--- src/rtl/bitcore_pkg.sv ---
package bitcore_pkg;

    typedef enum logic [1:0] {
        OP_SET = 2'b00,
        OP_CLR = 2'b01,
        OP_ARM = 2'b10,
        OP_BRC = 2'b11
    } op_e;

    typedef struct packed {
        logic wr_en;     // write a data bit at the pointer
        logic wr_val;    // value written
        logic ptr_step;  // pointer + 1
        logic ptr_load;  // pointer <= literal
        logic lit_clr;   // literal <= 0
        logic pc_jump;   // pc <= target instead of pc + 1
    } ctl_t;

    function automatic ctl_t decode_op(op_e op, logic bit_at_ptr);
        ctl_t c;
        c = '0;
        case (op)
            OP_SET: begin
                c.wr_en    = 1'b1;
                c.wr_val   = 1'b1;
                c.ptr_step = 1'b1;
            end
            OP_CLR: begin
                c.wr_en    = 1'b1;
                c.wr_val   = 1'b0;
                c.ptr_step = 1'b1;
            end
            OP_ARM: begin
                c.ptr_load = 1'b1;
                c.lit_clr  = 1'b1;
            end
            default: begin
                c.pc_jump = ~bit_at_ptr;
            end
        endcase
        return c;
    endfunction

endpackage

--- src/rtl/bitcore_opmem.sv ---
module bitcore_opmem #(
    parameter int PC_W = 6
) (
    input  logic            clk,
    input  logic            host_en,
    input  logic            host_we,
    input  logic [PC_W-1:0] host_addr,
    input  logic [1:0]      host_op,
    input  logic [PC_W-1:0] rd_addr,
    output logic [1:0]      rd_op
);
    localparam int DEPTH = 1 << PC_W;

    logic [1:0] mem [DEPTH];

    always_ff @(posedge clk) begin
        if (host_en && host_we) begin
            mem[host_addr] <= host_op;
        end
    end

    assign rd_op = mem[rd_addr];

endmodule

--- src/rtl/bitcore_bitmem.sv ---
module bitcore_bitmem #(
    parameter int PTR_W = 6,
    parameter int PC_W  = 6
) (
    input  logic                   clk,
    input  logic                   host_en,
    input  logic                   host_we,
    input  logic [PTR_W-1:0]       host_addr,
    input  logic                   host_val,
    input  logic                   core_we,
    input  logic                   core_val,
    input  logic                   lit_clr,
    input  logic [PTR_W-1:0]       ptr,
    output logic                   bit_at_ptr,
    output logic [PTR_W-1:0]       lit,
    output logic [PC_W-1:0]        tgt,
    output logic [(1<<PTR_W)-1:0]  image
);
    localparam int DEPTH    = 1 << PTR_W;
    localparam int LIT_BASE = DEPTH - PTR_W;
    localparam int TGT_BASE = LIT_BASE - PC_W;

    logic [DEPTH-1:0] store;

    always_ff @(posedge clk) begin
        if (host_en) begin
            if (host_we) begin
                store[host_addr] <= host_val;
            end
        end else begin
            if (core_we) begin
                store[ptr] <= core_val;
            end
            if (lit_clr) begin
                store[DEPTH-1 -: PTR_W] <= '0;
            end
        end
    end

    // Mapped special registers, bit 0 at lowest address
    for (genvar i = 0; i < PTR_W; i++) begin : g_lit
        assign lit[i] = store[LIT_BASE + i];
    end
    for (genvar j = 0; j < PC_W; j++) begin : g_tgt
        assign tgt[j] = store[TGT_BASE + j];
    end

    assign bit_at_ptr = store[ptr];
    assign image      = store;

endmodule

--- src/rtl/bitcore_step.sv ---
module bitcore_step
    import bitcore_pkg::*;
#(
    parameter int PTR_W = 6,
    parameter int PC_W  = 6
) (
    input  op_e              op,
    input  logic             bit_at_ptr,
    input  logic [PC_W-1:0]  pc,
    input  logic [PTR_W-1:0] ptr,
    input  logic [PTR_W-1:0] lit,
    input  logic [PC_W-1:0]  tgt,
    output ctl_t             ctl,
    output logic [PC_W-1:0]  nxt_pc,
    output logic [PTR_W-1:0] nxt_ptr
);
    always_comb begin
        ctl = decode_op(op, bit_at_ptr);
        if (ctl.ptr_load) begin
            nxt_ptr = lit;
        end else if (ctl.ptr_step) begin
            nxt_ptr = PTR_W'(ptr + 1'b1);
        end else begin
            nxt_ptr = ptr;
        end
        nxt_pc = ctl.pc_jump ? tgt : PC_W'(pc + 1'b1);
    end

endmodule

--- src/rtl/bitcore_top.sv ---
module bitcore_top
    import bitcore_pkg::*;
#(
    parameter int PTR_W = 6,
    parameter int PC_W  = 6
) (
    input  logic                  clk,
    input  logic                  rst,
    input  logic                  run,
    input  logic                  pm_we,
    input  logic [PC_W-1:0]       pm_addr,
    input  logic [1:0]            pm_op,
    input  logic                  dm_we,
    input  logic [PTR_W-1:0]      dm_addr,
    input  logic                  dm_val,
    output logic [PC_W-1:0]       pc_o,
    output logic [PTR_W-1:0]      ptr_o,
    output logic [(1<<PTR_W)-1:0] dm_image
);
    logic [PC_W-1:0]  pc_q, pc_d;
    logic [PTR_W-1:0] ptr_q, ptr_d;
    logic [1:0]       raw_op;
    op_e              cur_op;
    logic             cur_bit;
    logic [PTR_W-1:0] lit;
    logic [PC_W-1:0]  tgt;
    ctl_t             ctl;
    logic             core_en;

    assign core_en = run && !rst;
    assign cur_op  = op_e'(raw_op);

    bitcore_opmem #(.PC_W(PC_W)) u_opmem (
        .clk       (clk),
        .host_en   (!run),
        .host_we   (pm_we),
        .host_addr (pm_addr),
        .host_op   (pm_op),
        .rd_addr   (pc_q),
        .rd_op     (raw_op)
    );

    bitcore_bitmem #(.PTR_W(PTR_W), .PC_W(PC_W)) u_bitmem (
        .clk        (clk),
        .host_en    (!run),
        .host_we    (dm_we),
        .host_addr  (dm_addr),
        .host_val   (dm_val),
        .core_we    (core_en && ctl.wr_en),
        .core_val   (ctl.wr_val),
        .lit_clr    (core_en && ctl.lit_clr),
        .ptr        (ptr_q),
        .bit_at_ptr (cur_bit),
        .lit        (lit),
        .tgt        (tgt),
        .image      (dm_image)
    );

    bitcore_step #(.PTR_W(PTR_W), .PC_W(PC_W)) u_step (
        .op         (cur_op),
        .bit_at_ptr (cur_bit),
        .pc         (pc_q),
        .ptr        (ptr_q),
        .lit        (lit),
        .tgt        (tgt),
        .ctl        (ctl),
        .nxt_pc     (pc_d),
        .nxt_ptr    (ptr_d)
    );

    always_ff @(posedge clk) begin
        if (rst) begin
            pc_q  <= '0;
            ptr_q <= '0;
        end else if (run) begin
            pc_q  <= pc_d;
            ptr_q <= ptr_d;
        end
    end

    assign pc_o  = pc_q;
    assign ptr_o = ptr_q;

endmodule

--- config.mk ---
export PLATFORM = sky130hd
export DESIGN_NAME = bitcore_top
export DESIGN_NICKNAME = d
export VERILOG_FILES = /design/src/rtl/bitcore_pkg.sv /design/src/rtl/bitcore_opmem.sv /design/src/rtl/bitcore_bitmem.sv /design/src/rtl/bitcore_step.sv /design/src/rtl/bitcore_top.sv
export SDC_FILE = /design/constraint.sdc
export NUM_CORES = 1
export LEC_CHECK = 0
export BUFFER_PORTS_ARGS = -buffer_cell sky130_fd_sc_hd__buf_2
export CAP_MARGIN = 20
export CORE_MARGIN = 1.5
export CORE_UTILIZATION = 30
export CTS_CLUSTER_DIAMETER = 120
export DETAILED_ROUTE_END_ITERATION = 10
export PLACE_DENSITY = 0.5
export SLEW_MARGIN = 20
export SYNTH_ARGS = -nofsm -noshare
export SYNTH_HDL_FRONTEND = slang
export SYNTH_SLANG_ARGS = --single-unit
--- constraint.sdc ---
create_clock -name clk -period 3.5 [get_ports clk]
set_clock_uncertainty 0.05 [all_clocks]
set_input_delay 0.525 -clock clk [delete_from_list [all_inputs] [get_ports clk]]
set_output_delay 0.525 -clock clk [all_outputs]
set_load 0.02 [all_outputs]
==> summary.md, run 1 <==
| Metric | Value |
|---|---|
| Status | `finished, final reports clean` |
| Net Sw Power | `between 0.003 and 0.004 W` |
| Pwr dens | `696 nW/um^2` |
| Worst flop-to-flop path startpoint | `ptr_o[0]` |
| FMAX | `~300 MHz` |
| Leading area contributor after synthesis | `edfxtp_1` |
| Synth-to-layout area growth | `17.9%` |
| Worst-path cell chain | `clkinv_1 > a221oi_1 > o22ai_1 > a22o_1 > nor4_2 > buf_4 > nor4b_1 > a311oi_1` |
| CP Capture Type | `register` |
| Via/cell ratio | `roughly 5.7` |
| Sw frac | `approximately 37%` |
| Top post-synthesis cells by area | `edfxtp_1 (54%), mux4_2 (8.4%), nor2_1 (5.2%)` |
| Synth top cells by count | `edfxtp_1 (192), nor2_1 (149), o22ai_1 (66), a22oi_1 (63), nand2_1 (42)` |
| Clk_lat worst skew | `550 ps` |
| Final min period | `about 3300 ps` |
| CTS root buf | `clkbuf_16` |
| HPWL after detailed placement | `roughly 24000 microns` |
| First-pass GRT wire length | `51800 microns` |
| Slew headroom | `38.1%` |
| Total core area | `35500 sq um` |
| Proportion of layout cells with a drive suffix above 1 | `between 20 and 30%` |
| Drt first-iter violations | `~950` |
| Synthesis Warnings | `0` |
| Post-synth EDFFs | `around 190` |
| Max-cap viol count | `0` |
| Peak VDD IR | `0.000441 V` |
| Diodes inserted | `0` |
| Fill cells | `3508` |
| Cells after DPL | `about 1400` |
| Worst path bufs/invs | `2` |
| Die ar. | `around 37000 sq um` |
| CTS sink cnt | `210` |
| Area of the multi-input gates | `between 4000 and 5000 sq um` |
| Final worst slack | `between 150 and 200 ps` |
| GR Util All Layers | `a little under a fifth` |
| Syn Inst Count | `just under 900` |
| Die Ht | `192 microns` |
| Die Wd | `192 microns` |
| Top-count cell post-synth | `edfxtp_1` |
| CTS Buffer Depth | `3` |
| # IOs | `96` |
| CTS Buf Count | `25` |
| Gr ovfl total | `0` |
| Port Buffers | `95` |
| Vias in the first global route | `between 8000 and 9000` |
| DP Worst Slack | `53.6 ps` |
| CTS tree | `built` |
| TNS Setup | `0 ps` |
| Synth top area share | `between 50 and 60%` |
| Internal Power | `0.00558 W` |
| DRT antenna net count | `0` |
| Asr flop ratio synth | `0%` |
| Antenna violations before repair | `0` |
| FF-to-FF End | `pc_o[1]` |
| Endpoint of the worst hold-timing path | `ptr_o[3]` |
| # nets final | `roughly 1000` |
| Syn_area_per_cell | `12.2 sq um` |
| Syn nets | `908` |
| Total power | `0.00884 W` |
| Worst Tran Pin Value | `between 900 and 1000 ps` |
| Non-filler instance count after layout | `1454` |
| Htree depth | `1` |
| Drt total wl | `around 35000 microns` |
| Final Max Slew Viols | `0` |
| Gpl congestion | `about 0.88` |
| Sequential power share | `34.2%` |
| Critical path required time | `3830 ps` |
| CP peak stage delay | `roughly 600 ps` |
| Synth unique cells | `between 60 and 70` |
| CP max FO | `9` |
| Worst R2R Path Depth | `8` |
| Via count | `8222` |
| Row count | `between 60 and 70` |
| Hold WC Path Type | `in -> reg` |
| Fin crit share | `between 90% and 100%` |
| Post-DR wirelength/cell | `24.1 microns` |
| Clock share of power | `between 20 and 30%` |
| Hold wc startpoint | `rst` |
| FF/Latch Area | `about 6100 sq um` |
| Post-synth top flop | `edfxtp_1` |
| Flops & latches, synth | `210` |
| Gate power share | `between 30% and 40%` |
| DRC violations left | `0` |
| Final Setup Violations | `0` |
| Largest net degree at the start of global routing | `between 60 and 70` |
| Worst Path Arrival | `~3600 ps` |
| Cell family with most CP delay | `compound AO/OA/AOI/OAI gates` |
| Starting Density | `just over 30%` |
| RSZ-0062 raised after global routing | `false` |
| Clock-pin slew on the worst setup and hold paths | `around 60 ps` |
| WS Path Type | `reg -> reg` |
| Final Hold Vio Count | `0` |
| Hold Slack | `between 300 and 400 ps` |
| Seq/Total Area, Yosys | `a little under three fifths` |
| Pre-antenna DRT Iters | `5` |
| Slowest cell on crit path | `dfxtp_1` |
| R2R setup slack | `190 ps` |
| Worst Hold Depth | `2` |
| Crit path launch type | `register` |
| Leakage Power | `4.06 nW` |
| Post-Syn Area | `between 10000 and 15000 sq um` |
[cells by family (layout without fill, tap and decap cells)]
kind of cell / Yosys count / after routing / share of synthesized area [%]
AOI/OAI and AO/OA: 205 / 205 / 14.5
and+or+nand+nor: 330 / 330 / 15.1
muxes: 56 / 56 / 9.90
buffers and inverters: 83 / 190 / 3.37
adders and majority gates: 2 / 2 / 0.232
DFF: 210 / 210 / 56.9
[registers in the layout, summed over array words and instances (netlist names), named ones only]
signal	flops
u_opmem.mem	128
u_bitmem.image	64
pc_o	6
ptr_o	6
[layout by cell type, fill, tap and decap left out, types with 6 or more instances in the layout]
cell,netlist,layout
nor3_1,12,12
nand2_1,42,42
inv_1,9,9
and3_1,12,12
nand3_1,25,25
a311oi_1,6,6
nor2b_1,11,11
nand2b_1,11,11
buf_4,6,35
nand3b_1,9,9
o22ai_1,66,66
a22oi_1,63,63
clkbuf_16,0,25
nor3b_1,14,14
mux4_2,40,40
nor2_1,149,149
buf_2,17,93
mux2i_1,12,12
edfxtp_1,192,192
and2_1,11,11
dfxtp_1,18,17
a21oi_1,10,9
clkbuf_1,36,9
nand3_2,6,6
o21ai_0,9,9
[metrics by stage]
| step | instance area (sq um) | util (%) |
|---|---|---|
| after floorplan | 10800 | - |
| after CTS | 12700 | 35.7 |
| final | 12700 | 35.8 |
| after global routing | 12700 | 35.8 |
| after global placement | 11900 | 33.4 |
| after detailed placement | 11900 | 33.4 |
[what timing repair did]
action / CTS / global route
resized for setup: 0 / 1
setup endpoints to repair: 0 / 2
hold buffers: 0 / 0
hold endpoints to repair: 0 / 0
buffers inserted: 0 / 0
[worst max-delay path by stage]
stage / slack [ps] / cells past startpoint / to / startpoint
detailed placement: 50 / 8 / register / ptr_o[0]
CTS: 30 / 8 / pc_o[1] / ptr_o[0]
global placement: 100 / 8 / register / ptr_o[0]
global route: 40 / 8 / pc_o[1] / ptr_o[0]
floorplan: 710 / 8 / u_bitmem.image[58] / register
finish: 190 / 8 / pc_o[1] / ptr_o[0]
[power by group through the flow]
stage	Sequential, W	Clock, W	Combinational [W]
2_1_floorplan	0.00306	0	0.00210
3_3_place_gp	0.00307	0	0.00315
3_5_place_dp	0.00307	0	0.00317
4_1_cts	0.00302	0.00266	0.00318
5_1_grt	0.00304	0.00275	0.00343
6_report	0.00302	0.00262	0.00319
[layout make-up]
| type | instances | share of cell area (%) |
|---|---|---|
| flip-flops and latches | 210 | 48.3 |
| multi-input cells | 593 | 33.9 |
| repair buffers | 133 | 6.52 |
| clock buffers | 34 | 5.19 |
| well taps | 461 | 4.54 |
| clock inverters | 12 | 1.23 |
| inverters | 11 | 0.325 |
[metal layers]
layer  track usage, %  wire [microns]
met5                0               0
met4             6.08            1080
met3             3.18            2920
met2             30.4           16400
met1             26.0           14700
[worst reg2reg max path: cells and delay by family, from the launching register on]
family	cells	cell delay, ps
compound gates	4	1380
simple gates	2	460
flops	1	610
buf+inv	2	660
Power figures use the tool's default switching activity.
==> run 2: changes to the inputs <==
--- a/config.mk
+++ b/config.mk
@@ -11,7 +11,8 @@
 export CORE_UTILIZATION = 30
 export CTS_CLUSTER_DIAMETER = 120
 export DETAILED_ROUTE_END_ITERATION = 10
-export PLACE_DENSITY = 0.5
+export PLACE_DENSITY = 0.51
+export SKIP_CTS_REPAIR_TIMING = 1
 export SLEW_MARGIN = 20
 export SYNTH_ARGS = -nofsm -noshare
 export SYNTH_HDL_FRONTEND = slang
==> constraint.sdc (replaced) <==
create_clock -name clk -period 2.9 [get_ports clk]
set_clock_uncertainty 0.05 [all_clocks]
set_input_delay 0.435 -clock clk [delete_from_list [all_inputs] [get_ports clk]]
set_output_delay 0.435 -clock clk [all_outputs]
set_load 0.02 [all_outputs]
==> run 2 against run 1 <==
The flow now finishes with violations (negative setup slack). Register-to-register slack worse by 310 ps. Non-clock buffer count up 50. Combinational power rose by 70%. First-iteration DRC count is 2.4% higher. Total power up 40%. Largest cell class unchanged. Critical path depth rose by 2. Worst setup slack lost 310 ps.
==> summary.md, run 2 (synthesis gave the netlist of run 1 again) <==
| Metric | Value |
|---|---|
| Total core area | `35500 sq um (unchanged)` |
| Die Wd | `192 microns (unchanged)` |
| Gpl congestion | `0.896 (+2.0%)` |
| Hold WC Path Type | `in -> reg` |
| Failing checks | `negative setup slack` |
| Crit path launch type | `register` |
| Via count | `8585 (+4.4%)` |
| CTS Buf Count | `24 (-4.0%)` |
| Net Sw Power | `0.00447 W (+37%)` |
| Worst Tran Pin Value | `1100 ps (+176 ps)` |
| CP max FO | `7 (-2)` |
| Diodes inserted | `0 (unchanged)` |
| Final Setup Violations | `13 (+13)` |
| Final Hold Vio Count | `0 (unchanged)` |
| CTS Buffer Depth | `3 (unchanged)` |
| Synth-to-layout area growth | `27.7%` |
| Area of the multi-input gates | `4760 sq um (+11%)` |
| Slew headroom | `26.0% (-12 points)` |
| Starting Density | `30.4% (unchanged)` |
| # nets final | `1045 (+4.9%)` |
| Htree depth | `1 (unchanged)` |
| Vias in the first global route | `8193 (+2.2%)` |
| Gate power share | `43.9% (+7.8 points)` |
| Antenna violations before repair | `0 (unchanged)` |
| Gr ovfl total | `0 (unchanged)` |
| CTS sink cnt | `210 (unchanged)` |
| Final worst slack | `-115 ps (-310 ps)` |
| Post-DR wirelength/cell | `24.4 microns (+1.5%)` |
| WS Path Type | `reg -> reg` |
| Drt first-iter violations | `970 (+2.4%)` |
| Final Max Slew Viols | `0 (unchanged)` |
| Pre-antenna DRT Iters | `6 (+1)` |
| Peak VDD IR | `0.000577 V (+31%)` |
| Drt total wl | `36700 microns (+4.8%)` |
| Sequential power share | `29.7% (-4.5 points)` |
| GR Util All Layers | `19.1% (+0.19 points)` |
| CTS tree | `built` |
| Clock share of power | `26.4% (-3.3 points)` |
| Core Util, Final | `38.8% (+3.0 points)` |
| Proportion of layout cells with a drive suffix above 1 | `34.6% (+9.5 points)` |
| Status | `finished, violations left` |
| DRT antenna net count | `0 (unchanged)` |
| FF/Latch Area | `6130 sq um (about the same)` |
| Max-cap viol count | `0 (unchanged)` |
| Leakage Power | `4.43 nW (+9.3%)` |
| Internal Power | `0.00786 W (+41%)` |
| Worst Path Arrival | `3190 ps (-440 ps)` |
| Die ar. | `37000 sq um (unchanged)` |
| Critical path required time | `3080 ps (-750 ps)` |
| First-pass GRT wire length | `52600 microns (+1.5%)` |
| Port Buffers | `95 (unchanged)` |
| FMAX | `332 MHz (+9.6%)` |
| TNS Setup | `-570 ps (-570 ps)` |
| CP Capture Type | `register` |
| Fill cells | `3439 (-2.0%)` |
| DRC violations left | `0 (unchanged)` |
| Clk_lat worst skew | `550 ps (about the same)` |
| Clock-pin slew on the worst setup and hold paths | `60 ps (about the same)` |
| Sw frac | `36.3% (-0.57 points)` |
| Largest net degree at the start of global routing | `65 (unchanged)` |
| Via/cell ratio | `5.72 (+1.1%)` |
| # IOs | `96 (unchanged)` |
| CTS root buf | `clkbuf_16` |
| RSZ-0062 raised after global routing | `true` |
| Pwr dens | `897 nW/um^2 (+29%)` |
| Fin crit share | `104% (+9.5 points)` |
| Commonest non-fill, non-tap cell in the layout | `edfxtp_1` |
| Biggest register | `u_opmem.mem` |
| Most frequent cells in the layout | `edfxtp_1 (192), nor2_1 (143), buf_2 (94)` |
| Max FFs per register | `128 (unchanged)` |
| Die Ht | `192 microns (unchanged)` |
| Final min period | `3020 ps (-290 ps)` |
| HPWL after detailed placement | `24800 microns (+3.9%)` |
| Row count | `69 (unchanged)` |
[run 2: power by group through the flow]
stage,combinational (W),sequential (W),clock [W]
global route,0.00571,0.00367,0.00341
finish,0.00542,0.00366,0.00326
global placement,0.00432,0.00370,0
detailed placement,0.00432,0.00371,0
CTS,0.00433,0.00364,0.00330
floorplan,0.00254,0.00369,0
[run 2: area by class of cell]
type,count,area share (%)
flip-flops and latches,210,44.6
multi-input cells,593,34.6
repair buffers,183,10.2
clock buffers,28,4.48
well taps,461,4.19
clock inverters,15,1.60
inverters,11,0.327
[run 2: final timing paths]
path              startpoint                  to  slack, ps  depth (start not counted)
setup / recovery    register  u_bitmem.image[61]       -120                         10
hold / removal      pm_op[0]  u_opmem.mem[50][0]        220                          1
setup reg to reg    register  u_bitmem.image[61]       -120                         10
hold reg to reg      pc_o[5]             pc_o[5]        580                          2
[run 2: routing by layer]
layer	wire, microns	part of all wire [%]	vias up	global-route usage [%]
met2	17000	46	451	30.3
met3	3220	8.8	98	3.40
met5	0	0	-	0
met1	15300	42	4286	26.5
li1	-	-	3750	-
met4	1190	3.2	0	6.14
[run 2: worst max-delay path, cell delays in order, from the launching register on]
cell and delay [ps]:
dfxtp_4 360, buf_12 140, buf_8 140, buf_6 100, mux4_2 490, a22oi_2 190, a311oi_2 160, or4_4 500
a21oi_4 200, a21boi_4 120, a211oi_2 250
[run 2: per-stage QoR]
stage          instances  power [W]  hold slack (ps)  worst slack [ps]  cell area [sq um]
6_report            1501     0.0123              218              -115              13800
5_1_grt             1501     0.0128              214              -234              13800
4_1_cts             1488     0.0113              208              -243              13100
3_5_place_dp        1445    0.00803              541              -215              12200
3_3_place_gp        1445    0.00802              550              -261              12200
2_1_floorplan        886    0.00622              484               113              10800
